--- src/rtl/mpuart_pkg.sv ---
package mpuart_pkg;
  localparam int OVS = 16;
  localparam int WMAX = 9;
  typedef enum logic [2:0] {S_IDLE, S_START, S_DATA, S_PAR, S_STOP} ser_st_e;
endpackage

--- src/rtl/mpuart_baud.sv ---
module mpuart_baud #(
  parameter int DIV_W = 16
) (
  input  logic             clk,
  input  logic             rst_n,
  input  logic             en,
  input  logic [DIV_W-1:0] div,
  output logic             tick
);
  logic [DIV_W-1:0] cnt_q, cnt_d;
  logic             last;

  assign last = (div <= DIV_W'(1)) || (cnt_q >= div - DIV_W'(1));
  assign tick = en & last;

  always_comb begin
    cnt_d = cnt_q + DIV_W'(1);
    if (!en || last) cnt_d = '0;
  end

  always_ff @(posedge clk or negedge rst_n)
    if (!rst_n) cnt_q <= '0;
    else        cnt_q <= cnt_d;
endmodule

--- src/rtl/mpuart_tx.sv ---
module mpuart_tx
  import mpuart_pkg::*;
(
  input  logic            clk,
  input  logic            rst_n,
  input  logic            tick,
  input  logic            tx_en,
  input  logic            word9,
  input  logic            par_en,
  input  logic            par_odd,
  input  logic            wr_en,
  input  logic [WMAX-1:0] wr_data,
  output logic            txd,
  output logic            txe,
  output logic            tc
);
  ser_st_e         st_q, st_d;
  logic [3:0]      sub_q, sub_d, bit_q, bit_d;
  logic [WMAX-1:0] shr_q, shr_d, hold_q, hold_d, hmask, tsh;
  logic            hfull_q, hfull_d, tc_q, tc_d, par_q, par_d;
  logic [3:0]      nlast;

  assign nlast = word9 ? 4'd8 : 4'd7;
  assign hmask = word9 ? hold_q : {1'b0, hold_q[7:0]};
  assign tsh   = shr_q >> bit_q;

  always_comb begin
    st_d = st_q; sub_d = sub_q; bit_d = bit_q; shr_d = shr_q;
    hold_d = hold_q; hfull_d = hfull_q; tc_d = tc_q; par_d = par_q;
    if (wr_en && !hfull_q) begin
      hold_d = wr_data; hfull_d = 1'b1; tc_d = 1'b0;
    end
    if (st_q == S_IDLE) begin
      if (hfull_q && tx_en) begin
        st_d = S_START; sub_d = '0; bit_d = '0;
        shr_d = hmask; par_d = (^hmask) ^ par_odd; hfull_d = 1'b0;
      end
    end else if (tick) begin
      sub_d = sub_q + 4'd1;
      if (sub_q == 4'd15) begin
        unique case (st_q)
          S_START: st_d = S_DATA;
          S_DATA:  if (bit_q == nlast) st_d = par_en ? S_PAR : S_STOP;
                   else bit_d = bit_q + 4'd1;
          S_PAR:   st_d = S_STOP;
          default: begin st_d = S_IDLE; tc_d = ~hfull_d; end
        endcase
      end
    end
  end

  always_comb begin
    unique case (st_q)
      S_START: txd = 1'b0;
      S_DATA:  txd = tsh[0];
      S_PAR:   txd = par_q;
      default: txd = 1'b1;
    endcase
  end

  assign txe = ~hfull_q;
  assign tc  = tc_q;

  always_ff @(posedge clk or negedge rst_n)
    if (!rst_n) begin
      st_q <= S_IDLE; sub_q <= '0; bit_q <= '0; shr_q <= '0; hold_q <= '0;
      hfull_q <= 1'b0; tc_q <= 1'b1; par_q <= 1'b0;
    end else begin
      st_q <= st_d; sub_q <= sub_d; bit_q <= bit_d; shr_q <= shr_d; hold_q <= hold_d;
      hfull_q <= hfull_d; tc_q <= tc_d; par_q <= par_d;
    end
endmodule

--- src/rtl/mpuart_rx.sv ---
module mpuart_rx
  import mpuart_pkg::*;
(
  input  logic            clk,
  input  logic            rst_n,
  input  logic            tick,
  input  logic            rx_en,
  input  logic            word9,
  input  logic            par_en,
  input  logic            par_odd,
  input  logic            rxd,
  output logic            done,
  output logic [WMAX-1:0] word,
  output logic            fe,
  output logic            pe,
  output logic            nf,
  output logic            idle_evt
);
  ser_st_e         st_q, st_d;
  logic [2:0]      sync_q;
  logic [3:0]      sub_q, sub_d, bit_q, bit_d, nlast, nfr;
  logic [1:0]      smp_q, smp_d;
  logic [WMAX-1:0] shr_q, shr_d, word_q, word_d;
  logic            nz_q, nz_d, pbad_q, pbad_d, seen_q, seen_d;
  logic            done_q, done_d, fe_q, fe_d, pe_q, pe_d, nf_q, nf_d, idl_q, idl_d;
  logic [7:0]      icnt_q, icnt_d, ftick;
  logic            rxs, fall, vote, disagree;

  assign rxs      = sync_q[1];
  assign fall     = sync_q[2] & ~sync_q[1];
  assign vote     = (smp_q[1] & smp_q[0]) | (smp_q[1] & rxs) | (smp_q[0] & rxs);
  assign disagree = !((smp_q[1] == smp_q[0]) && (smp_q[0] == rxs));
  assign nlast    = word9 ? 4'd8 : 4'd7;
  assign nfr      = nlast + 4'd3 + {3'b0, par_en};
  assign ftick    = {nfr, 4'b0};

  always_comb begin
    st_d = st_q; sub_d = sub_q; bit_d = bit_q; smp_d = smp_q; shr_d = shr_q;
    nz_d = nz_q; pbad_d = pbad_q; seen_d = seen_q; icnt_d = icnt_q;
    word_d = word_q; fe_d = fe_q; pe_d = pe_q; nf_d = nf_q;
    done_d = 1'b0; idl_d = 1'b0;
    if (!rx_en) begin
      st_d = S_IDLE; seen_d = 1'b0; icnt_d = '0;
    end else if (st_q == S_IDLE) begin
      if (fall) begin
        st_d = S_START; sub_d = '0; bit_d = '0; shr_d = '0;
        nz_d = 1'b0; pbad_d = 1'b0; icnt_d = '0;
      end else if (!rxs) icnt_d = '0;
      else if (tick && seen_q) begin
        if (icnt_q == ftick - 8'd1) begin
          idl_d = 1'b1; seen_d = 1'b0; icnt_d = '0;
        end else icnt_d = icnt_q + 8'd1;
      end
    end else if (tick) begin
      sub_d = sub_q + 4'd1;
      if (sub_q == 4'd7 || sub_q == 4'd8) smp_d = {smp_q[0], rxs};
      if (sub_q == 4'd9) begin
        nz_d = nz_q | disagree;
        unique case (st_q)
          S_START: if (vote) st_d = S_IDLE;
          S_DATA:  shr_d = shr_q | (WMAX'(vote) << bit_q);
          S_PAR:   pbad_d = vote ^ (^shr_q) ^ par_odd;
          default: begin
            done_d = 1'b1; word_d = shr_q; fe_d = ~vote; pe_d = pbad_q;
            nf_d = nz_q | disagree; st_d = S_IDLE; seen_d = 1'b1; icnt_d = '0;
          end
        endcase
      end
      if (sub_q == 4'd15) begin
        unique case (st_q)
          S_START: st_d = S_DATA;
          S_DATA:  if (bit_q == nlast) st_d = par_en ? S_PAR : S_STOP;
                   else bit_d = bit_q + 4'd1;
          S_PAR:   st_d = S_STOP;
          default: st_d = st_q;
        endcase
      end
    end
  end

  assign done = done_q; assign word = word_q; assign fe = fe_q;
  assign pe = pe_q; assign nf = nf_q; assign idle_evt = idl_q;

  always_ff @(posedge clk or negedge rst_n)
    if (!rst_n) begin
      sync_q <= 3'b111; st_q <= S_IDLE; sub_q <= '0; bit_q <= '0; smp_q <= '0;
      shr_q <= '0; nz_q <= 1'b0; pbad_q <= 1'b0; seen_q <= 1'b0; icnt_q <= '0;
      word_q <= '0; fe_q <= 1'b0; pe_q <= 1'b0; nf_q <= 1'b0; done_q <= 1'b0; idl_q <= 1'b0;
    end else begin
      sync_q <= {sync_q[1:0], rxd}; st_q <= st_d; sub_q <= sub_d; bit_q <= bit_d;
      smp_q <= smp_d; shr_q <= shr_d; nz_q <= nz_d; pbad_q <= pbad_d; seen_q <= seen_d;
      icnt_q <= icnt_d; word_q <= word_d; fe_q <= fe_d; pe_q <= pe_d; nf_q <= nf_d;
      done_q <= done_d; idl_q <= idl_d;
    end
endmodule

--- src/rtl/mpuart.sv ---
module mpuart
  import mpuart_pkg::*;
#(
  parameter int DIV_W = 16
) (
  input  logic             clk,
  input  logic             rst_n,
  input  logic             tx_en,
  input  logic             rx_en,
  input  logic [DIV_W-1:0] tx_div,
  input  logic [DIV_W-1:0] rx_div,
  input  logic             word9,
  input  logic             par_en,
  input  logic             par_odd,
  input  logic             wake_sel,
  input  logic             mute_req,
  input  logic             wr_en,
  input  logic [8:0]       wr_data,
  input  logic             rd_en,
  output logic [8:0]       rd_data,
  output logic             txe,
  output logic             tc,
  output logic             rxf,
  output logic             idle,
  output logic             ore,
  output logic             nf,
  output logic             fe,
  output logic             pe,
  output logic             muted,
  output logic             irq_tx,
  output logic             irq_rx,
  output logic             txd,
  input  logic             rxd
);
  localparam int NCH = 2;

  logic [DIV_W-1:0] div_a [NCH];
  logic [NCH-1:0]   en_a, tick_a;
  assign div_a[0] = tx_div; assign en_a[0] = 1'b1;
  assign div_a[1] = rx_div; assign en_a[1] = rx_en;

  for (genvar g = 0; g < NCH; g++) begin : g_baud
    mpuart_baud #(.DIV_W(DIV_W)) u_baud (
      .clk(clk), .rst_n(rst_n), .en(en_a[g]), .div(div_a[g]), .tick(tick_a[g]));
  end

  mpuart_tx u_tx (
    .clk(clk), .rst_n(rst_n), .tick(tick_a[0]), .tx_en(tx_en), .word9(word9),
    .par_en(par_en), .par_odd(par_odd), .wr_en(wr_en), .wr_data(wr_data),
    .txd(txd), .txe(txe), .tc(tc));

  logic            rx_done, rx_fe, rx_pe, rx_nf, rx_idle;
  logic [WMAX-1:0] rx_word;

  mpuart_rx u_rx (
    .clk(clk), .rst_n(rst_n), .tick(tick_a[1]), .rx_en(rx_en), .word9(word9),
    .par_en(par_en), .par_odd(par_odd), .rxd(rxd), .done(rx_done), .word(rx_word),
    .fe(rx_fe), .pe(rx_pe), .nf(rx_nf), .idle_evt(rx_idle));

  logic       rxf_q, rxf_d, ore_q, ore_d, nf_q, nf_d, fe_q, fe_d, pe_q, pe_d;
  logic       idle_q, idle_d, mute_q, mute_d, amark, wake;
  logic [8:0] dat_q, dat_d;

  assign amark = word9 ? rx_word[8] : rx_word[7];
  assign wake  = mute_q & wake_sel & amark;

  always_comb begin
    rxf_d = rxf_q; ore_d = ore_q; nf_d = nf_q; fe_d = fe_q; pe_d = pe_q;
    idle_d = idle_q; mute_d = mute_q; dat_d = dat_q;
    if (rd_en) begin
      rxf_d = 1'b0; ore_d = 1'b0; nf_d = 1'b0; fe_d = 1'b0; pe_d = 1'b0; idle_d = 1'b0;
    end
    if (mute_req) mute_d = 1'b1;
    if (rx_done && (!mute_q || wake)) begin
      mute_d = 1'b0;
      if (rxf_d) ore_d = 1'b1;
      else begin
        rxf_d = 1'b1; dat_d = rx_word; fe_d = rx_fe; pe_d = rx_pe; nf_d = rx_nf;
      end
    end
    if (rx_idle) begin
      if (!mute_q) idle_d = 1'b1;
      else if (!wake_sel) mute_d = 1'b0;
    end
  end

  always_ff @(posedge clk or negedge rst_n)
    if (!rst_n) begin
      rxf_q <= 1'b0; ore_q <= 1'b0; nf_q <= 1'b0; fe_q <= 1'b0; pe_q <= 1'b0;
      idle_q <= 1'b0; mute_q <= 1'b0; dat_q <= '0;
    end else begin
      rxf_q <= rxf_d; ore_q <= ore_d; nf_q <= nf_d; fe_q <= fe_d; pe_q <= pe_d;
      idle_q <= idle_d; mute_q <= mute_d; dat_q <= dat_d;
    end

  assign rd_data = dat_q; assign rxf = rxf_q; assign ore = ore_q; assign nf = nf_q;
  assign fe = fe_q; assign pe = pe_q; assign idle = idle_q; assign muted = mute_q;
  assign irq_tx = txe;
  assign irq_rx = rxf_q | ore_q | idle_q;
endmodule

--- config.mk ---
export PLATFORM = sky130hd
export DESIGN_NAME = mpuart
export DESIGN_NICKNAME = d
export VERILOG_FILES = /design/src/rtl/mpuart_pkg.sv /design/src/rtl/mpuart_baud.sv /design/src/rtl/mpuart_tx.sv /design/src/rtl/mpuart_rx.sv /design/src/rtl/mpuart.sv
export SDC_FILE = /design/constraint.sdc
export NUM_CORES = 1
export LEC_CHECK = 0
export ABC_AREA = 1
export BUFFER_PORTS_ARGS = -buffer_cell sky130_fd_sc_hd__buf_2
export CORE_MARGIN = 5
export CORE_UTILIZATION = 53
export CTS_BUF_LIST = sky130_fd_sc_hd__clkbuf_8 sky130_fd_sc_hd__clkbuf_16
export DETAILED_ROUTE_END_ITERATION = 6
export PLACE_DENSITY = 0.7
export SETUP_SLACK_MARGIN = 0.1
export SYNTH_ARGS = -nofsm -noshare
export SYNTH_HDL_FRONTEND = slang
export SYNTH_SLANG_ARGS = --single-unit
--- constraint.sdc ---
create_clock -name clk -period 4.5 [get_ports clk]
set_input_delay 1.35 -clock clk [delete_from_list [all_inputs] [get_ports clk]]
set_output_delay 1.35 -clock clk [all_outputs]
set_load 0.02 [all_outputs]
==> results.toml, run 1 <==
[yosys]
synth-edff-count = 0
synth-async-reset-ratio_pct = 100
syn_inst = 1054
synth_seq_cells = 130
yosys.area.top_type_share_pct = 39.0
syn_area_um2 = 8090
synth_cell_type_count = 45
ys.warnings.count = 0
yosys.area.top_type = "dfrtp_1"
ys_seq_area_share_pct = 40.3
synth_area_per_cell_um2 = 7.67
synthFlopType = "dfrtp_1"
syn_nets = 1155
synth_area_leaders = "dfrtp_1 39%, nand2_1 11%, ha_1 7.4%"

[drt]
dr_wl_met2_um = 7700
ant_nets = 0
wl_per_cell_um = 12.8
dr.max_layer_used = "met4"
drt_first_pass_iters = 5
wl_met1_um = 8550
drt-initial-drc-count = 409
drt-total-wl_um = 17100
met3_length_um = 682
vias = 6873
viasPerCell = 5.13
drc = 0

[placement]
place.gp.congestion = 0.886
dp_hpwl_um = 12600
io_buffers = 73

[critical_path]
crit_path_max_fanout = 8
rrSetupSlack_ps = 2040
slowest_delay_ps = 280
required_ps = 4790
criticalPathCategory = "in2reg"
critPathArrivalTime_ps = 4360
cp_slowest_cell = "o21ai_4"
worstPathCellList = "buf_2 -> inv_1 -> ha_2 -> nand3b_1 -> nor3_2 -> nand3_2 -> nor2_2 -> nand2_1 -> nor3_2 -> xor2_1 -> inv_1 -> ha_1 -> nand2_1 -> nor3_1 -> nand2_1 -> nand2_4 -> nand2_4 -> o21ai_4 -> nand2_4 -> nand2_1 -> nand2_1"
cp-end-kind = "flip-flop"
critPathLaunchType = "input pin"
cp_common_cell = "nand2_1"

[power]
peakVddDrop_mv = 0.269
report.power.total_w = 0.00376
p_leak_nw = 4.60
power_density_nw_per_um2 = 403

[die]
fp.dieW_um = 134
dieHeight_um = 134
io_pins = 74
coreArea_um2 = 15100
initial_core_util_pct = 53.6
die-area_um2 = 17800
core.rowCount = 45

[min_path]
hp-class = "reg2reg"

[finish]
area.growth.synth_to_final_pct = 15.3
final_common_cell = "nand2_1"
final_cell_mix = "245 x nand2_1, 134 x inv_1, 126 x dfrtp_1, 110 x nor2_1, 83 x o21ai_0"
utilization_pct = 61.8
fin_nets = 1240
nFillCells = 1368
multiInputGateArea_um2 = 4260
drive_gt1_share_pct = 13.4
seq_area_um2 = 3260
num_antenna_cells = 0

[timing]
slew_headroom_pct = 41.3
holdWs_ps = 356
fin_crit_sh_pct = 90.4
final_hold_viol_count = 0
slew_violations = 0
setup_tns_ps = 0
timing.fmax_mhz = 246
rsz0062_at_grt = "no"
setup_viol = 0
worstMarginPinSlew_ps = 878
clock_skew_ps = 13.2
period_needed_ps = 4070

[global_routing]
grt_pass1_wl_um = 29300
grt_max_degree = 83
gr-total-overflow = 0
grt.total_usage_pct = 19.7
grt_pass1_vias = 6265
grt_antenna_before_repair = 0

[clock_network]
clock_latency_ps = 410
cts_tree = "built"
clock_path_buffers = 2
cts_inserted_buffers = 17
h-tree-depth = 4
clock_sinks = 130
clk_pin_slew_ps = 60
cts-root-buf = "clkbuf_16"

[run_status]
outcome = "finished, final reports clean"

[job]
maxCapViolCount = 0
## final timing paths
path	endpoint	startpoint	cells past startpoint
min in group asynchronous	u_rx.pbad_q$_DFFE_PN0P_	rst_n	1
worst max register to register	u_tx.st_q[0]$_DFFE_PN0P_	u_tx.st_q[0]$_DFFE_PN0P_	8
worst min register to register	u_rx.sync_q[1]$_DFF_PN1_	u_rx.sync_q[0]$_DFF_PN1_	0
max in group asynchronous	u_tx.tc$_DFF_PN1_	rst_n	2
worst min-delay path	u_rx.sync_q[1]$_DFF_PN1_	u_rx.sync_q[0]$_DFF_PN1_	0
worst max-delay path	u_rx.icnt_q[3]$_DFFE_PN0P_	rx_div[0]	21
## worst max-delay path: cells and delay by family
family,cells,cell delay (ps)
AND/OR/NAND/NOR,14,1780
XOR/XNOR,1,180
buffers and inverters,3,260
adder cells (fa/ha/maj),2,480
AO/OA/AOI/OAI,1,280
## synthesized netlist by cell type (2+ instances only)
master,instances
a21oi_1,38
nor3_1,22
dfstp_2,4
o21ai_0,83
nor3_2,6
inv_1,133
o31ai_1,3
o21bai_1,2
nor4_1,6
nand3b_1,3
o21a_1,2
nor2_1,111
dfrtp_1,126
nand2_4,2
o21ai_1,2
or2_2,5
nand2_2,4
a31oi_1,3
ha_1,48
xor2_1,40
nor2_4,4
buf_2,2
nand4_1,15
xnor2_1,26
nor2_2,3
nor3b_1,3
o22ai_1,2
inv_2,5
nand2_1,246
nand3_1,81
buf_4,3
clkbuf_1,8
## registers in the layout, summed over array words and instances (netlist names), 2 cells and up
register             cells
g_baud.u_baud.cnt_q     32
rd_data                  9
u_rx.bit_q               4
u_rx.icnt_q              8
u_rx.shr_q               9
u_rx.smp_q               2
u_rx.st_q                3
u_rx.sub_q               4
u_rx.sync_q              3
u_rx.word                9
u_tx.bit_q               4
u_tx.hold_q              9
u_tx.shr_q               9
u_tx.st_q                3
u_tx.sub_q               4
## layer usage
layer  track usage, %  vias to the layer above
met5                0                        -
met1             28.3                     3128
met4             4.51                        0
met3             3.25                       18
li1                 -                     3597
met2             31.4                      130
## stage by stage
stage / area, um^2 / setup WS [ps] / std cells
floorplan: 8090 / 536 / 1054
global placement: 8670 / 107 / 1306
detailed placement: 8670 / -26.6 / 1306
CTS: 9270 / 382 / 1337
global route: 9320 / 94.2 / 1339
finish: 9320 / 433 / 1339
## area by class of cell
cell class                 count  share of cell area [%]
timing repair buffer          80                    4.82
tap                          188                    2.52
clock buffer                  18                    4.71
inverter                     138                    5.56
multi-input combinational    772                    45.7
clock inverter                13                    1.73
sequential                   130                    34.9
## power by group
group,switching (W),internal (W)
sequential,0.000159,0.00132
clock,0.000513,0.000882
combinational,0.000540,0.000344
total,0.00121,0.00255
## cell families after synthesis
kind of cell               share of synthesized area, %
and+or+nand+nor                                    28.2
AOI/OAI and AO/OA                                  9.61
xor gates and xnor gates                           7.15
buffers and inverters                              7.36
adders and majority gates                          7.43
DFF                                                40.3
## timing repair
action	4_1_cts	5_1_grt
hold buffers	0	0
setup endpoints to repair	0	25
resized for setup	0	6
setup buffers	0	1
No activity file was read; power rests on OpenSTA's default activity.
==> run 2, diff against run 1 <==
- ABC_CLOCK_PERIOD_IN_PS: unset -> 4500
- CORE_UTILIZATION: 53 -> 55
- PLACE_DENSITY: 0.7 -> 0.73
==> results.toml, run 2 (synthesis results as in run 1) <==
[timing]
slew_violations = 0
setup_tns_ps = 0
holdWs_ps = 356
clock_skew_ps = 6.55
slew_headroom_pct = 32.5
timing.fmax_mhz = 250
final_hold_viol_count = 0
fin_crit_sh_pct = 88.7
rsz0062_at_grt = "no"
setup_viol = 0
setup_slack_ps = 506
worstMarginPinSlew_ps = 1010
period_needed_ps = 3990

[die]
io_pins = 74
core.rowCount = 44
die-area_um2 = 17200
dieHeight_um = 131
coreArea_um2 = 14500
fp.dieW_um = 131
initial_core_util_pct = 55.9

[clock_network]
cts_tree = "built"
clock_path_buffers = 2
h-tree-depth = 4
clock_latency_ps = 420
hold_buffers = 0
cts_inserted_buffers = 17
clock_sinks = 130
cts-root-buf = "clkbuf_16"
clk_pin_slew_ps = 50

[drt]
drc = 0
ant_nets = 0
dr.max_layer_used = "met4"
met3_length_um = 852
wl_per_cell_um = 12.8
wl_met1_um = 8190
drt-total-wl_um = 17000
dr_wl_met2_um = 7660
drt_first_pass_iters = 5
drt-initial-drc-count = 452
vias = 6851
viasPerCell = 5.13

[finish]
final_common_cell = "nand2_1"
drive_gt1_share_pct = 13.0
fin_cells = 1336
seq_area_um2 = 3260
final_cell_mix = "245 x nand2_1, 136 x inv_1, 126 x dfrtp_1, 111 x nor2_1, 83 x o21ai_0"
nFillCells = 1290
multiInputGateArea_um2 = 4240
fin_nets = 1241
top_register = "g_baud.u_baud.cnt_q"
largest_reg_flops = 32
area.growth.synth_to_final_pct = 14.7
utilization_pct = 64.1
num_antenna_cells = 0

[placement]
dpl_worst_slack_ps = 34.5
placedCellCount = 1303
place.gp.congestion = 0.893
dp_hpwl_um = 12800
io_buffers = 73

[critical_path]
r2r_start = "u_tx.st_q[0]$_DFFE_PN0P_"
cp-end-kind = "flip-flop"
regToRegEndpoint = "u_tx.bit_q[1]$_DFFE_PN0P_"
crit_path_max_fanout = 8
critPathArrivalTime_ps = 4330
crit_buf_inv = 4
worstPathCellList = "buf_2 -> inv_1 -> ha_1 -> nand3b_1 -> nor3_2 -> nand3_1 -> nor2_1 -> nand2_1 -> nor3_2 -> xor2_1 -> inv_1 -> ha_1 -> nand2_1 -> a21oi_1 -> nor2_1 -> nand2_1 -> nor2_2 -> nand2_4 -> nor2_4 -> nand2_1 -> nand2_1 -> inv_1 -> o21ai_0"
cp_slowest_cell = "ha_1"
rrSetupSlack_ps = 2030
cp_common_cell = "nand2_1"
criticalPathCategory = "in2reg"
slowest_delay_ps = 260
required_ps = 4830
path_delay_family = "simple AND/OR/NAND/NOR gates"
r2r_cells = 10
critPathLaunchType = "input pin"

[run_status]
outcome = "finished, final reports clean"

[global_routing]
grt_pass1_wl_um = 29800
grt.total_usage_pct = 20.3
grt_max_degree = 112
grt_antenna_before_repair = 0
gr-total-overflow = 0
grt_pass1_vias = 6661

[min_path]
hold_start = "u_rx.sync_q[0]$_DFF_PN1_"
hp-class = "reg2reg"
worstHoldPathCells = 0
whs_endpoint = "u_rx.sync_q[1]$_DFF_PN1_"

[job]
maxCapViolCount = 0

[power]
pwr-share-comb_pct = 23.9
power_switching_w = 0.00118
clock_power_share_pct = 35.8
p_leak_nw = 4.61
swShare_pct = 32.2
peakVddDrop_mv = 0.273
power_density_nw_per_um2 = 397
internal_power_w = 0.00250
seq_power_share_pct = 40.3
run 2: how the worst max path moves through the flow:
stage                          from                          to  slack, ps  cells after the start
after global placement    rx_div[0]  u_rx.icnt_q[4]$_DFFE_PN0P_        190                     23
after floorplan           rx_div[0]   u_rx.shr_q[7]$_DFFE_PN0P_        540                     19
final                     rx_div[0]    u_rx.st_q[2]$_DFFE_PN0P_        510                     23
after global routing      rx_div[0]  u_rx.icnt_q[3]$_DFFE_PN0P_        160                     21
after CTS                 rx_div[0]  u_rx.icnt_q[6]$_DFFE_PN0P_        480                     21
after detailed placement  rx_div[0]    u_rx.st_q[2]$_DFFE_PN0P_         30                     23
run 2: routing by layer:
metal  up-vias  GRT usage, %
li1       3587             -
met1      3100          27.1
met2       139          32.5
met3        25          4.59
met4         0          7.54
met5         -             0
run 2: what timing repair did:
action / in CTS / in global routing
buffers inserted: 0 / 2
endpoints found under the setup margin: 0 / 3
resized for setup: 0 / 1
run 2: area by class of cell:
type                            count  area share [%]
Multi-Input combinational cell    771            45.7
Sequential cell                   130            35.1
Inverter                          138            5.58
Timing Repair Buffer               82            5.00
Clock buffer                       19            4.88
Tap cell                          184            2.48
Clock inverter                     12            1.28
run 2: worst reg2reg max path, cell delays in order (launching register included):
cell	delay, ps
dfrtp_1	410
nor2_1	220
inv_1	90
nor2_1	200
nand3_1	650
o21ai_0	280
nand3_1	130
inv_1	100
nand2_1	120
nand2_1	100
nand2_1	50
run 2: through the flow:
step / instance area [um^2] / power (W)
floorplan: 8090 / 0.00214
global placement: 8690 / 0.00236
detailed placement: 8690 / 0.00238
CTS: 9260 / 0.00371
global route: 9280 / 0.00393
finish: 9280 / 0.00368
run 2: power by group through the flow:
stage	Clock (W)	Sequential, W	Combinational [W]
6_report	0.00132	0.00148	0.000880
3_5_place_dp	0	0.00150	0.000882
5_1_grt	0.00140	0.00151	0.00102
4_1_cts	0.00134	0.00149	0.000888
2_1_floorplan	0	0.00145	0.000685
3_3_place_gp	0	0.00150	0.000858
==> run 3, diff against run 2 <==
- PLACE_DENSITY: 0.73 -> unset
- PLACE_DENSITY_LB_ADDON: unset -> 0.15
- SYNTH_HIERARCHICAL: unset -> 1
==> results.toml, run 3 <==
[finish]
drive_gt1_share_pct = 16.8
area.growth.synth_to_final_pct = 13.8
num_antenna_cells = 0
final_cell_mix = "349 x nand2_1, 135 x inv_1, 126 x dfrtp_1, 108 x nor2_1, 76 x nand3_1"
top_register = "g_baud.u_baud/cnt_q"
fin_area_um2 = 9970
largest_reg_flops = 32
fin_nets = 1351
final_common_cell = "nand2_1"

[power]
report.power.total_w = 0.00388
seq_power_share_pct = 37.5
clock_power_share_pct = 36.5
power_density_nw_per_um2 = 389
internal_power_w = 0.00258
p_leak_nw = 5.19
pwr-share-comb_pct = 26.0
swShare_pct = 33.6
peakVddDrop_mv = 0.330
power_switching_w = 0.00130

[clock_network]
cts-root-buf = "clkbuf_16"
cts_inserted_buffers = 17
cts_tree = "built"
cts_resized = 0
h-tree-depth = 4
clock_path_buffers = 2
postCtsSetupRepairBufs = 0
clk_pin_slew_ps = 60
clock_latency_ps = 420
hold_buffers = 0
clock_sinks = 130

[yosys]
synth-async-reset-ratio_pct = 100
synth_area_per_cell_um2 = 7.54
ys.warnings.count = 6
synth_area_leaders = "dfrtp_1 36%, nand2_1 15%, ha_1 7.3%"
synthFlopType = "dfrtp_1"
synth_most_common_cell = "nand2_1"
yosys.area.top_type_share_pct = 36.0
synth_seq_cells = 130
syn_inst = 1161
ys_top_cells_by_count = "349 x nand2_1, 133 x inv_1, 126 x dfrtp_1, 108 x nor2_1, 76 x nand3_1"
synth-edff-count = 0
ys_seq_area_share_pct = 37.2
synth_cell_type_count = 48
yosys.area.top_type = "dfrtp_1"
syn_area_um2 = 8760

[drt]
drt-total-wl_um = 17800
wl_per_cell_um = 12.1
drt-initial-drc-count = 486
drt_first_pass_iters = 5
ant_nets = 0
vias = 7357
viasPerCell = 4.98
drc = 0

[critical_path]
critPathLaunchType = "input pin"
cp_slowest_cell = "ha_1"
required_ps = 4810
crit_path_max_fanout = 5
crit_buf_inv = 6
slowest_delay_ps = 260
path_delay_family = "simple AND/OR/NAND/NOR gates"
cp_common_cell = "nand2_1"
cp-end-kind = "flip-flop"
critPathArrivalTime_ps = 4220
criticalPathCategory = "in2reg"

[timing]
worstMarginPinSlew_ps = 684
setup_tns_ps = 0
clock_skew_ps = 7.55
rsz0062_at_grt = "no"
period_needed_ps = 3910
timing.fmax_mhz = 256
slew_headroom_pct = 54.4
slew_violations = 0
fin_crit_sh_pct = 86.9
setup_viol = 0
final_hold_viol_count = 0

[placement]
dp_hpwl_um = 13500
placed_area_um2 = 9350
place.gp.congestion = 0.894
io_buffers = 73

[run_status]
outcome = "finished, final reports clean"

[global_routing]
globalRouteMet1Util_pct = 28.8
gr-usage-met2_pct = 33.5
grt_util_met3_pct = 3.44
grt.total_usage_pct = 20.8
grt_antenna_before_repair = 0
gr-total-overflow = 0
grt_max_degree = 77
grt_busiest_layer = "met2"
grt_pass1_vias = 6836
grt_pass1_wl_um = 31300

[job]
maxCapViolCount = 0

[die]
initial_core_util_pct = 55.5
die-area_um2 = 18500
coreArea_um2 = 15800
fp.dieW_um = 136
io_pins = 74
core.rowCount = 46
dieHeight_um = 136

[min_path]
hp-class = "reg2reg"
run 3: changes by cell type in the layout (fill, tap and decap cells not counted), moves of 9 or more:
cell | previous run | this run
nand2_1 | 245 | 349
nand4_1 | 15 | 31
nor2_2 | 3 | 36
nor3_1 | 22 | 11
o21ai_0 | 83 | 41
o21ai_2 | 1 | 10
run 3: area by class of cell:
type,instances,area [um^2]
Sequential cell,130,3260
Multi-Input combinational cell,877,4850
Clock inverter,11,135
Inverter,138,520
Timing Repair Buffer,83,447
Clock buffer,21,480
Tap cell,216,270
Fill cell,1471,5800
run 3: kinds of logic (layout without fill, tap and decap cells):
group | count (synthesis) | after routing | synth area share, %
adders and majority gates | 51 | 51 | 7.29
DFF | 130 | 130 | 37.2
buffers and inverters | 155 | 253 | 7.39
xor gates and xnor gates | 67 | 67 | 6.70
other | 1 | 2 | 0.0428
and+or+nand+nor | 661 | 661 | 34.9
AOI/OAI and AO/OA | 94 | 94 | 6.19
muxes | 2 | 2 | 0.257
run 3: path summary, 6_finish.rpt:
path                                                startpoint                         end  slack, ps  cells past startpoint
max in group asynchronous                                rst_n   u_rx/shr_q[8]$_DFFE_PN0P_       2660                      2
min in group asynchronous                                rst_n  u_rx/icnt_q[1]$_DFFE_PN0P_        940                      1
min                                   u_rx/sync_q[0]$_DFF_PN1_    u_rx/sync_q[1]$_DFF_PN1_        350                      0
max                                                  rx_div[0]  u_rx/icnt_q[6]$_DFFE_PN0P_        590                     25
min reg2reg                           u_rx/sync_q[0]$_DFF_PN1_    u_rx/sync_q[1]$_DFF_PN1_        350                      0
max reg2reg                g_baud[0].u_baud/cnt_q[5]$_DFF_PN0_   u_tx/bit_q[3]$_DFFE_PN0P_       2070                     15
run 3: power groups by stage:
stage          Clock [W]  Combinational (W)  Sequential, W
3_3_place_gp           0           0.000994        0.00147
3_5_place_dp           0            0.00101        0.00147
5_1_grt          0.00149            0.00117        0.00148
4_1_cts          0.00145            0.00102        0.00145
2_1_floorplan          0           0.000816        0.00142
6_report         0.00142            0.00101        0.00145
run 3: metrics by stage:
| stage | worst slack (ps) | utilization [%] | std cells | hold slack [ps] |
|---|---|---|---|---|
| global route | 184 | 63.2 | 1476 | 357 |
| finish | 588 | 63.2 | 1476 | 355 |
| floorplan | 364 | - | 1162 | 345 |
| global placement | 229 | 59.3 | 1444 | 347 |
| detailed placement | 161 | 59.3 | 1444 | 347 |
| CTS | 605 | 63.2 | 1476 | 356 |
run 3: metal layers:
metal | vias up | part of all wire, % | wire length, um
met5 | - | 0 | 0
met2 | 120 | 45 | 8020
met4 | 0 | 1.4 | 247
met3 | 19 | 3.7 | 655
li1 | 3876 | - | -
met1 | 3342 | 50 | 8900
